$ cat config.mk
export PLATFORM = sky130hd
export DESIGN_NAME = int_alu5
export DESIGN_NICKNAME = d
export VERILOG_FILES = /design/src/rtl/int_alu5_pkg.sv /design/src/rtl/int_alu5_adder.sv /design/src/rtl/int_alu5_logic.sv /design/src/rtl/int_alu5_zero.sv /design/src/rtl/int_alu5.sv
export SDC_FILE = /design/constraint.sdc
export NUM_CORES = 1
export LEC_CHECK = 0
export ABC_AREA = 1
export BUFFER_PORTS_ARGS = -buffer_cell sky130_fd_sc_hd__buf_2
export CORE_ASPECT_RATIO = 1.75
export CORE_MARGIN = 2
export CORE_UTILIZATION = 44
export DETAILED_ROUTE_END_ITERATION = 16
export PLACE_DENSITY = 0.84
export SYNTH_ARGS = -nofsm -noshare
export SYNTH_HDL_FRONTEND = slang
export SYNTH_SLANG_ARGS = --single-unit
$ cat constraint.sdc
create_clock -name vclk -period 15.9
set_input_delay 2.385 -clock vclk [all_inputs]
set_output_delay 2.385 -clock vclk [all_outputs]
set_load 0.02 [all_outputs]
$ cat src/rtl/int_alu5_pkg.sv
// Package: shared definitions for the five-function ALU.
// Assumes: the function select is two bits wide and decoded as listed here.
package int_alu5_pkg;

    // Function select encoding; the less-than code relies on the adder
    // running a subtraction, so it is used together with sub_en = 1.
    typedef enum logic [1:0] {
        FN_AND  = 2'b00,
        FN_OR   = 2'b01,
        FN_SUM  = 2'b10,
        FN_LESS = 2'b11
    } fn_sel_e;

endpackage

$ cat src/rtl/int_alu5_adder.sv
// Module: ripple-carry adder with optional operand inversion.
// Computes A + (B ^ {W{inv}}) + inv and reports the final carry and the
// signed overflow (carry into the MSB XOR carry out of the MSB).
// Assumes: W >= 2.
module int_alu5_adder #(
    parameter int W = 32
) (
    input  logic [W-1:0] a,
    input  logic [W-1:0] b,
    input  logic         inv,
    output logic [W-1:0] sum,
    output logic         cout,
    output logic         ovf
);

    logic [W-1:0] b_eff;
    logic [W:0]   carry;

    // Conditional inversion of B shared with the carry-in.
    assign b_eff    = b ^ {W{inv}};
    assign carry[0] = inv;

    genvar i;
    generate
        for (i = 0; i < W; i++) begin : g_bit
            // One full-adder cell of the chain.
            assign sum[i]     = a[i] ^ b_eff[i] ^ carry[i];
            assign carry[i+1] = (a[i] & b_eff[i]) | (carry[i] & (a[i] ^ b_eff[i]));
        end
    endgenerate

    assign cout = carry[W];
    assign ovf  = carry[W] ^ carry[W-1];

endmodule

$ cat src/rtl/int_alu5_logic.sv
// Module: bitwise AND and OR of the raw operands.
// Assumes: nothing beyond equal operand widths.
module int_alu5_logic #(
    parameter int W = 32
) (
    input  logic [W-1:0] a,
    input  logic [W-1:0] b,
    output logic [W-1:0] and_out,
    output logic [W-1:0] or_out
);

    // Plain bitwise functions, one gate level.
    assign and_out = a & b;
    assign or_out  = a | b;

endmodule

$ cat src/rtl/int_alu5_zero.sv
// Module: all-zero detector built as a balanced OR tree.
// Assumes: W is a power of two.
module int_alu5_zero #(
    parameter int W = 32
) (
    input  logic [W-1:0] vec,
    output logic         is_zero
);

    localparam int LVLS = $clog2(W);

    // Node storage for the tree: level l holds W >> l entries.
    logic [W-1:0] node [0:LVLS];

    assign node[0] = vec;

    genvar l, k;
    generate
        for (l = 0; l < LVLS; l++) begin : g_lvl
            localparam int N = W >> (l + 1);
            for (k = 0; k < N; k++) begin : g_or
                // Pairwise OR of the previous level.
                assign node[l+1][k] = node[l][2*k] | node[l][2*k+1];
            end
            // Unused upper bits of this level are tied low.
            assign node[l+1][W-1:N] = '0;
        end
    endgenerate

    assign is_zero = ~node[LVLS][0];

endmodule

$ cat src/rtl/int_alu5.sv
// Module: five-function integer ALU (top).
// Selects AND, OR, sum or signed less-than of two operands; reports a
// zero flag on the selected result and the adder carry out.
// Assumes: purely combinational use; the less-than code is issued with
// sub_en = 1 so the adder forms A - B.
module int_alu5
    import int_alu5_pkg::*;
#(
    parameter int DATA_W = 32
) (
    input  logic [DATA_W-1:0] opnd_a,
    input  logic [DATA_W-1:0] opnd_b,
    input  logic              sub_en,
    input  logic [1:0]        fn_sel,
    output logic [DATA_W-1:0] result,
    output logic              zero,
    output logic              carry_out
);

    logic [DATA_W-1:0] and_w;
    logic [DATA_W-1:0] or_w;
    logic [DATA_W-1:0] sum_w;
    logic              ovf_w;
    logic              less_w;
    fn_sel_e           fn;

    assign fn = fn_sel_e'(fn_sel);

    int_alu5_logic #(.W(DATA_W)) u_logic (
        .a       (opnd_a),
        .b       (opnd_b),
        .and_out (and_w),
        .or_out  (or_w)
    );

    int_alu5_adder #(.W(DATA_W)) u_adder (
        .a    (opnd_a),
        .b    (opnd_b),
        .inv  (sub_en),
        .sum  (sum_w),
        .cout (carry_out),
        .ovf  (ovf_w)
    );

    // Signed less-than: difference sign corrected by overflow.
    assign less_w = sum_w[DATA_W-1] ^ ovf_w;

    // Result selection by function code.
    always_comb begin
        unique case (fn)
            FN_AND:  result = and_w;
            FN_OR:   result = or_w;
            FN_SUM:  result = sum_w;
            FN_LESS: result = {{(DATA_W-1){1'b0}}, less_w};
            default: result = sum_w;
        endcase
    end

    int_alu5_zero #(.W(DATA_W)) u_zero (
        .vec     (result),
        .is_zero (zero)
    );

endmodule

==> results.yml <==
routing:
  wl_per_cell_um: 12.90
  vias: 2335
  ant_nets: 0
  drtIter0Drc: 48
  finalWirelength_mm: 5.843
  drcViolationCount: 0
  routed_via_density: 5.155
  drt-pass1-iter-count: 4
synth:
  synthTopCellsByArea: "fa_1, nand3_1, nand2_1"
  synth.cell_area_um2: 1961
  yosysSeqAreaShare_pct: 0
  yosysWarningCount: 0
  synth_cell_type_count: 19
  synth_fp_nets: 401
  syn_inst: 302
  syn_area_per_cell_um2: 6.492
  synth_area_leader_cell: "fa_1"
  synth_top_area_share_pct: 32.67
timing:
  finalCriticalPeriod_ns: 16.55
  finalHoldViolations: 0
  slew_viol_final: 0
  min_period_over_period_pct: 104.1
  fmax_mhz: 60.41
  slew_headroom_pct: 18.26
  fin_hold_ws_ns: 5.188
  setup_tns_ns: -2.106
  worst_slew_pin_slew_ns: 1.225
  setup_viol_count_final: 5
  rsz0062_at_grt: "true"
  setup_ws_ns: -0.6532
global_routing:
  grt_usage_pct: 23.82
  grt_antenna_before_repair: 0
  grt_pass1_vias: 2210
  grt_pass1_wl_mm: 9.308
  grt_max_degree: 32
  grt-ovfl-total: 0
die:
  die_area_um2: 5027
  fp-row-count: 32
  ios: 101
  initial_utilization_pct: 44.93
  die-height_um: 92.31
  core_area_um2: 4364
  die_w_um: 54.46
critical_path:
  max_stage_delay_ns: 0.42
  cp.arrival_ns: 14.17
  endpoint_kind: "output pin"
  cp.required_ns: 13.52
  critPathMaxFanout: 4
  startpoint: "sub_en"
  crit_path_start_kind: "primary input"
  crit_path_frequent_cell: "fa_2"
  cp-endpoint: "zero"
  path_class: "in -> out"
  critPathSlowestCell: "fa_1"
cells_and_area:
  final-seq-area_um2: 0
  nClkBuffers: 0
  final_cell_mix: "buf_2, nand2_1, nand3_1"
  nFlopsAndLatches: 0
  fin_area_um2: 2731
  layout_commonest_cell: "buf_2"
  drive_above_1_share_pct: 41.29
  multiInputGateArea_um2: 1846
  n_fill_cell: 402
  syn_to_final_growth_pct: 39.31
  nets: 503
  antennaDiodeCount: 0
place:
  place_congestion: 0.8615
  dpl.hpwl_mm: 4.714
  postPlaceCellArea_um2: 2587
  port_buffers: 101
power:
  powerDensity_nw_per_um2: 46.61
  leakage_nw: 1.414
  finalPower_mw: 0.1273
  vdd_drop_max_mv: 0.02705
clocking:
  postCtsHoldBufs: 0
min_path:
  hold_path_class: "in -> out"
  hold_depth: 4
job:
  cap_viol_max_count: 0
outcome:
  violations: "negative setup slack"
  outcome: "finished, violations left"
power by group:
part           switching (mW)  internal (mW)  total (mW)
Sequential                  0              0           0
Combinational          0.0737         0.0536       0.127
Clock                       0              0           0
Total                  0.0737         0.0536       0.127
cell usage after synthesis, drive strengths merged:
cell     n
nand3b   1
a21oi    1
o21ai   25
fa      32
inv     45
clkbuf   1
buf     12
nor2    25
nand2   69
nand3   59
xor2    24
xnor2    7
or2      1
worst min path at each step:
| stage | endpoint | start | slack (ns) |
|---|---|---|---|
| after floorplan | result[31] | opnd_a[31] | 4.99 |
| final | result[26] | opnd_b[26] | 5.19 |
| after global placement | result[26] | opnd_a[26] | 5.18 |
| after global routing | result[26] | opnd_b[26] | 5.23 |
| after detailed placement | result[26] | opnd_b[26] | 5.19 |
| after CTS | result[26] | opnd_b[26] | 5.19 |
per-layer routing:
metal | up-vias | part of all wire (%) | track usage [%]
li1 | 1141 | - | -
met1 | 1099 | 36 | 26.73
met2 | 81 | 57 | 45.88
met3 | 14 | 4.3 | 1.613
met4 | 0 | 2.2 | 4.792
met5 | - | 0 | 0
worst max-delay path: cells and delay by family:
kind / cells / cell delay, ns
xor+xnor: 1 / 0.17
simple gates: 7 / 0.51
fa+ha+maj: 31 / 10.40
buf+inv: 10 / 0.70
cell type report:
class / count / share of cell area, %
multi-input combinational: 244 / 67.57
timing repair buffer: 113 / 23.91
inverter: 45 / 6.184
tap: 51 / 2.336
metrics by stage:
step	util [%]	setup slack (ns)	instances
3_5_place_dp	59.29	-0.8024	447
2_1_floorplan	-	-0.2616	302
4_1_cts	61.81	-0.6869	451
6_report	62.59	-0.6532	453
3_3_place_gp	59.29	-0.6177	447
5_1_grt	62.59	-1.086	453
kinds of logic (layout without fill, tap and decap cells):
group	Yosys count	count (layout)	share of synthesized area [%]
compound gates	26	26	6.637
simple gates	155	155	34.27
buf+inv	58	158	12.57
xor+xnor	31	31	13.85
fa+ha+maj	32	32	32.67
repair_timing:
action / in CTS / in global routing
buffers inserted: 4 / 3
setup endpoints to repair: 6 / 6
endpoints found under the hold margin: 0 / 0
resized for setup: 30 / 7
pin swaps: 2 / 3
No activity file was read; power rests on OpenSTA's default activity.
